[src/rtl/tcv_pkg.sv]
package tcv_pkg;
    localparam int unsigned DATA_W = 18;

    typedef enum logic {
        OE_ACT_HIGH = 1'b0,
        OE_ACT_LOW  = 1'b1
    } oe_pol_e;
endpackage

[src/rtl/tcv_edge.sv]
module tcv_edge (
    input  logic clk,
    input  logic rst_n,
    input  logic strb,
    output logic rise
);
    typedef struct packed {
        logic prev;
    } edge_st_t;

    edge_st_t cur_q, nxt_d;

    always_comb begin
        nxt_d      = cur_q;
        nxt_d.prev = strb;
        rise       = strb & ~cur_q.prev;
    end

    always_ff @(posedge clk) begin
        if (!rst_n) cur_q.prev <= 1'b1;
        else        cur_q      <= nxt_d;
    end

    // an edge is a single-cycle event
    a_r4_single_rise: assert property (@(posedge clk) disable iff (!rst_n)
        rise |=> !rise);
endmodule

[src/rtl/tcv_lane.sv]
module tcv_lane #(
    parameter int unsigned       WIDTH = tcv_pkg::DATA_W,
    parameter tcv_pkg::oe_pol_e  POL   = tcv_pkg::OE_ACT_HIGH
) (
    input  logic             clk,
    input  logic             rst_n,
    input  logic             le,
    input  logic             rise,
    input  logic             en,
    input  logic [WIDTH-1:0] din,
    output logic [WIDTH-1:0] dout,
    output logic             drive_en
);
    typedef struct packed {
        logic [WIDTH-1:0] store;
    } lane_st_t;

    lane_st_t cur_q, nxt_d;

    always_comb begin
        nxt_d = cur_q;
        if (le || rise) nxt_d.store = din;
        dout = le ? din : cur_q.store;
    end

    generate
        if (POL == tcv_pkg::OE_ACT_HIGH) begin : g_oe_hi
            assign drive_en = en;
        end else begin : g_oe_lo
            assign drive_en = ~en;
        end
    endgenerate

    always_ff @(posedge clk) begin
        if (!rst_n) cur_q.store <= '0;
        else        cur_q       <= nxt_d;
    end

    a_r3_hold: assert property (@(posedge clk) disable iff (!rst_n)
        (!le && !rise) |=> $stable(cur_q.store));

    a_r4_capture: assert property (@(posedge clk) disable iff (!rst_n)
        (!le && rise) |=> (cur_q.store == $past(din)));

    a_r5_track_while_open: assert property (@(posedge clk) disable iff (!rst_n)
        le |=> (cur_q.store == $past(din)));

    a_r6_open_shows_input: assert property (@(posedge clk) disable iff (!rst_n)
        (le && rise) |-> (dout == din));

    a_r7_enable_no_store_effect: assert property (@(posedge clk) disable iff (!rst_n)
        (!le && !rise && $changed(en)) |=> $stable(cur_q.store));
endmodule

[src/rtl/tcv_bus_xcvr.sv]
module tcv_bus_xcvr #(
    parameter int unsigned WIDTH = tcv_pkg::DATA_W
) (
    input  logic             clk,
    input  logic             rst_n,
    input  logic [WIDTH-1:0] a_din,
    output logic [WIDTH-1:0] a_dout,
    output logic             a_drive_en,
    input  logic [WIDTH-1:0] b_din,
    output logic [WIDTH-1:0] b_dout,
    output logic             b_drive_en,
    input  logic             ab_le,
    input  logic             ab_strb,
    input  logic             ab_en,
    input  logic             ba_le,
    input  logic             ba_strb,
    input  logic             ba_en_n
);
    localparam int unsigned NDIR = 2;

    logic [WIDTH-1:0] din_w  [NDIR];
    logic [WIDTH-1:0] dout_w [NDIR];
    logic             le_w   [NDIR];
    logic             strb_w [NDIR];
    logic             en_w   [NDIR];
    logic             rise_w [NDIR];
    logic             drv_w  [NDIR];

    // index 0: A to B, index 1: B to A
    assign din_w[0]  = a_din;
    assign din_w[1]  = b_din;
    assign le_w[0]   = ab_le;
    assign le_w[1]   = ba_le;
    assign strb_w[0] = ab_strb;
    assign strb_w[1] = ba_strb;
    assign en_w[0]   = ab_en;
    assign en_w[1]   = ba_en_n;

    assign b_dout     = dout_w[0];
    assign b_drive_en = drv_w[0];
    assign a_dout     = dout_w[1];
    assign a_drive_en = drv_w[1];

    generate
        for (genvar g = 0; g < NDIR; g++) begin : g_dir
            localparam tcv_pkg::oe_pol_e LPOL =
                (g == 0) ? tcv_pkg::OE_ACT_HIGH : tcv_pkg::OE_ACT_LOW;

            tcv_edge u_edge (
                .clk  (clk),
                .rst_n(rst_n),
                .strb (strb_w[g]),
                .rise (rise_w[g])
            );

            tcv_lane #(.WIDTH(WIDTH), .POL(LPOL)) u_lane (
                .clk     (clk),
                .rst_n   (rst_n),
                .le      (le_w[g]),
                .rise    (rise_w[g]),
                .en      (en_w[g]),
                .din     (din_w[g]),
                .dout    (dout_w[g]),
                .drive_en(drv_w[g])
            );
        end
    endgenerate

    a_r7_b_enable_polarity: assert property (@(posedge clk) disable iff (!rst_n)
        $rose(ab_en) |-> b_drive_en);

    a_r8_a_enable_polarity: assert property (@(posedge clk) disable iff (!rst_n)
        $fell(ba_en_n) |-> a_drive_en);

    a_r9_ab_isolated: assert property (@(posedge clk) disable iff (!rst_n)
        (!ab_le && !ab_strb) |=> (!ab_le -> $stable(b_dout)));
endmodule

[config.mk]
export PLATFORM = sky130hd
export DESIGN_NAME = tcv_bus_xcvr
export DESIGN_NICKNAME = d
export VERILOG_FILES = /design/src/rtl/tcv_pkg.sv /design/src/rtl/tcv_edge.sv /design/src/rtl/tcv_lane.sv /design/src/rtl/tcv_bus_xcvr.sv
export SDC_FILE = /design/constraint.sdc
export NUM_CORES = 1
export LEC_CHECK = 0
export ABC_CLOCK_PERIOD_IN_PS = 1900
export BUFFER_PORTS_ARGS = -buffer_cell sky130_fd_sc_hd__buf_2
export CAP_MARGIN = 15
export CORE_ASPECT_RATIO = 0.5
export CORE_MARGIN = 1.5
export CORE_UTILIZATION = 40
export CTS_BUF_LIST = sky130_fd_sc_hd__clkbuf_4 sky130_fd_sc_hd__clkbuf_8 sky130_fd_sc_hd__clkbuf_16
export DETAILED_ROUTE_END_ITERATION = 8
export PLACE_DENSITY_LB_ADDON = 0.15
export SYNTH_ARGS = -nofsm -noshare
export SYNTH_HDL_FRONTEND = slang
export SYNTH_SLANG_ARGS = --single-unit
[constraint.sdc]
create_clock -name clk -period 1.9 [get_ports clk]
set_input_delay 0.19 -clock clk [delete_from_list [all_inputs] [get_ports clk]]
set_output_delay 0.19 -clock clk [all_outputs]
set_load 0.02 [all_outputs]
==> flow_summary.json <==
{
  "via_count": 1612,
  "combinational_family_with_the_most_area_after_synthesis": "multiplexers",
  "synth_compound_gate_area_share_pct": 1.63,
  "layout_commonest_cell": "sky130_fd_sc_hd__buf_2",
  "hold_path_depth": 2,
  "min-delay-path-class": "input pin to flip-flop",
  "synth_simple_gate_area_share_pct": 14.1,
  "fin_util_pct": 54.4,
  "peakVddDrop_v": 0.000420,
  "synth.mux.area_fraction_pct": 38.3,
  "synth_top_area_share_pct": 38.0,
  "avgRoutedWirePerCell_um": 11.2,
  "vias_per_cell": 4.66,
  "clkSlewWorstSetupHoldPaths_ns": 0.08,
  "cts_buffer_depth": 2,
  "power_frac_clock_pct": 34.5,
  "drt_drc_violations_left": 0,
  "synth.yosys.seq_area_share_pct": 38.0,
  "cts_sinks": 38,
  "total_placed_cells_including_tap_cells": 338,
  "cts_root_buffer": "sky130_fd_sc_hd__clkbuf_8",
  "cp_data_arrival_time_ns": 1.14,
  "status": "finished, final reports clean",
  "instances_no_fill": 346,
  "synthesis.yosys.warnings": 0,
  "insertion_delay_ns": 0.29,
  "synth_area_per_cell_um2": 9.71,
  "tightestPinTransition_ns": 0.477,
  "final-max-slew-violation-count": 0,
  "power_frac_comb_pct": 21.6,
  "layout-area-overhead-vs-synth_pct": 25.0,
  "finalWorstSetupSlack_ns": 0.567,
  "rsz0062_at_grt": "false",
  "ant_nets": 0,
  "leakage_nw": 1.23,
  "netlist_area_um2": 2000,
  "start_util_pct": 43.5,
  "sequentialPowerShare_pct": 43.9,
  "tritoncts": "built",
  "antenna-diode-count": 0,
  "tns_ns": 0,
  "r2r_end": "g_dir[1].u_lane.cur_q[10]",
  "ctsHoldBuffers": 0,
  "drt_pre_antenna_iters": 4,
  "mostFrequentLayoutCells": "sky130_fd_sc_hd__buf_2, sky130_fd_sc_hd__nand2_1, sky130_fd_sc_hd__dfxtp_1, sky130_fd_sc_hd__mux2_2, sky130_fd_sc_hd__mux2i_1",
  "grt_overflow": 0,
  "pin_count_of_the_biggest_net_entering_global_routing": 75,
  "cp.required_ns": 1.71,
  "die_height_um": 53.0,
  "worst_path_most_repeated_cell": "sky130_fd_sc_hd__buf_2",
  "max_freq_mhz": 750,
  "tritoncts.num_buffers": 5,
  "critical_path_cell_list": "buf_2 -> mux2_2 -> buf_2",
  "first_global_vias": 1386,
  "whs_ns": 0.133,
  "std_cell_rows": 17,
  "netlist_instances": 206,
  "met3WireLength_um": 229,
  "regToRegStartpoint": "g_dir[1].u_edge.cur_q",
  "power.density_cell_area_nw_per_um2": 797,
  "die_area_um2": 5460,
  "min-delay-start": "ab_strb",
  "hold_viol": 0,
  "hold_path_end": "g_dir[0].u_edge.cur_q",
  "met2_routed_wl_um": 1880,
  "io_buffer_count": 79,
  "number_of_antenna_violations_at_the_first_check_in_global_routing": 0,
  "worst_path_largest_cell_delay_ns": 0.40,
  "clock_skew_ns": 0.00854,
  "ioPinCount": 82,
  "met1Wirelength_um": 1740,
  "cts_max_level": 2,
  "yosysUniqueCellTypes": 12,
  "start_kind": "input pin",
  "post_synth_xor_area_fraction_pct": 0,
  "first_iter_violations": 30,
  "finalSetupViolations": 0,
  "switch_pwr_w": 0.000554,
  "synthAdderAreaFrac_pct": 0,
  "setup.worst_path.class": "input pin to output port",
  "power_report.internal_total_w": 0.00144,
  "rrSetupSlack_ns": 0.69,
  "topRoutingLayerUsed": "met4",
  "timing.slew.headroom_pct": 68.2,
  "post-cts-setup-buffers": 0,
  "layout_min_cycle_time_ns": 1.33,
  "endpoint_kind": "output port",
  "r2r_cells": 4,
  "finalWeightedCongestion": 0.682,
  "place_worst_setup_slack_ns": 0.534,
  "drive_gt1_share_pct": 46.1,
  "layout_nets": 323,
  "postRouteWirelength_um": 3880,
  "syn_nets": 250,
  "timing.critical_path.fanout_max": 19,
  "synth_top_cell_by_area": "sky130_fd_sc_hd__dfxtp_1",
  "postCtsResizedCells": 0,
  "ys_top_cells_by_area": "sky130_fd_sc_hd__dfxtp_1, sky130_fd_sc_hd__mux2_2, sky130_fd_sc_hd__mux2i_1",
  "floorplan.core_area_um2": 4590,
  "yosys_register_bits": 38,
  "share_of_total_power_consumed_by_net_switching_pct": 27.8,
  "timing.max_cap.violations": 0,
  "post-route-period-util_pct": 70.1,
  "place_hpwl_um": 2750,
  "grt_util_all_layers_pct": 14.1,
  "die_x_um": 103,
  "grt_pass1_wl_um": 5920,
  "critical_path.slowest_cell": "sky130_fd_sc_hd__mux2_2"
}
## routing by layer
metal / vias to the layer above / track usage, %
met1: 745 / 15.9
met4: 0 / 3.38
met3: 2 / 4.76
met2: 42 / 26.2
li1: 823 / -
met5: - / 0
## registers in the layout, indices dropped and copies added, names as in the netlist
name / flops
g_dir.u_edge.cur_q: 2
g_dir.u_lane.cur_q: 36
## area by class of cell
class,count,area (um^2)
clock buffer,5,68.8
sequential,38,761
clock inverter,3,45.0
timing repair buffer,83,450
inverter,3,11.3
tap,66,82.6
fill,445,2090
multi-input combinational,148,1080
## power by group through the flow
stage               Clock, W  Combinational [W]  Sequential, W
floorplan                  0           0.000321       0.000887
global placement           0           0.000427       0.000893
detailed placement         0           0.000437       0.000894
CTS                 0.000711           0.000439       0.000876
global route        0.000735           0.000470       0.000883
finish              0.000687           0.000430       0.000876
## stage by stage
| stage | cell area, um^2 | total power, W |
|---|---|---|
| 6_report | 2500 | 0.00199 |
| 5_1_grt | 2500 | 0.00209 |
| 4_1_cts | 2500 | 0.00203 |
| 3_5_place_dp | 2390 | 0.00133 |
| 3_3_place_gp | 2390 | 0.00132 |
| 2_1_floorplan | 2000 | 0.00121 |
## critical path, delay by kind of cell
family,cells,cell delay [ns]
multiplexers,1,0.40
buffers and inverters,2,0.55
## worst max path at each step
stage / from / end / slack (ns) / cells past startpoint
after floorplan: ba_le / a_dout[10] / 0.84 / 3
after global placement: ba_le / a_dout[13] / 0.58 / 3
after detailed placement: ba_le / g_dir[1].u_lane.cur_q[17] / 0.53 / 4
after CTS: ab_le / b_dout[2] / 0.55 / 3
after global routing: ab_le / b_dout[10] / 0.51 / 3
final: ab_le / b_dout[2] / 0.57 / 3
## cells in the mapped netlist
cell type	n
sky130_fd_sc_hd__mux2i_1	36
sky130_fd_sc_hd__clkbuf_1	3
sky130_fd_sc_hd__buf_6	4
sky130_fd_sc_hd__mux2_2	36
sky130_fd_sc_hd__buf_2	4
sky130_fd_sc_hd__dfxtp_1	38
sky130_fd_sc_hd__nand2_1	72
sky130_fd_sc_hd__buf_12	2
sky130_fd_sc_hd__nand2b_1	2
sky130_fd_sc_hd__a21oi_4	2
sky130_fd_sc_hd__inv_1	3
sky130_fd_sc_hd__buf_4	4
## cells by family after synthesis
logic type / count (synthesis)
AOI/OAI and AO/OA: 2
buffers and inverters: 20
muxes: 72
and+or+nand+nor: 74
DFF: 38
Power figures use the tool's default switching activity.
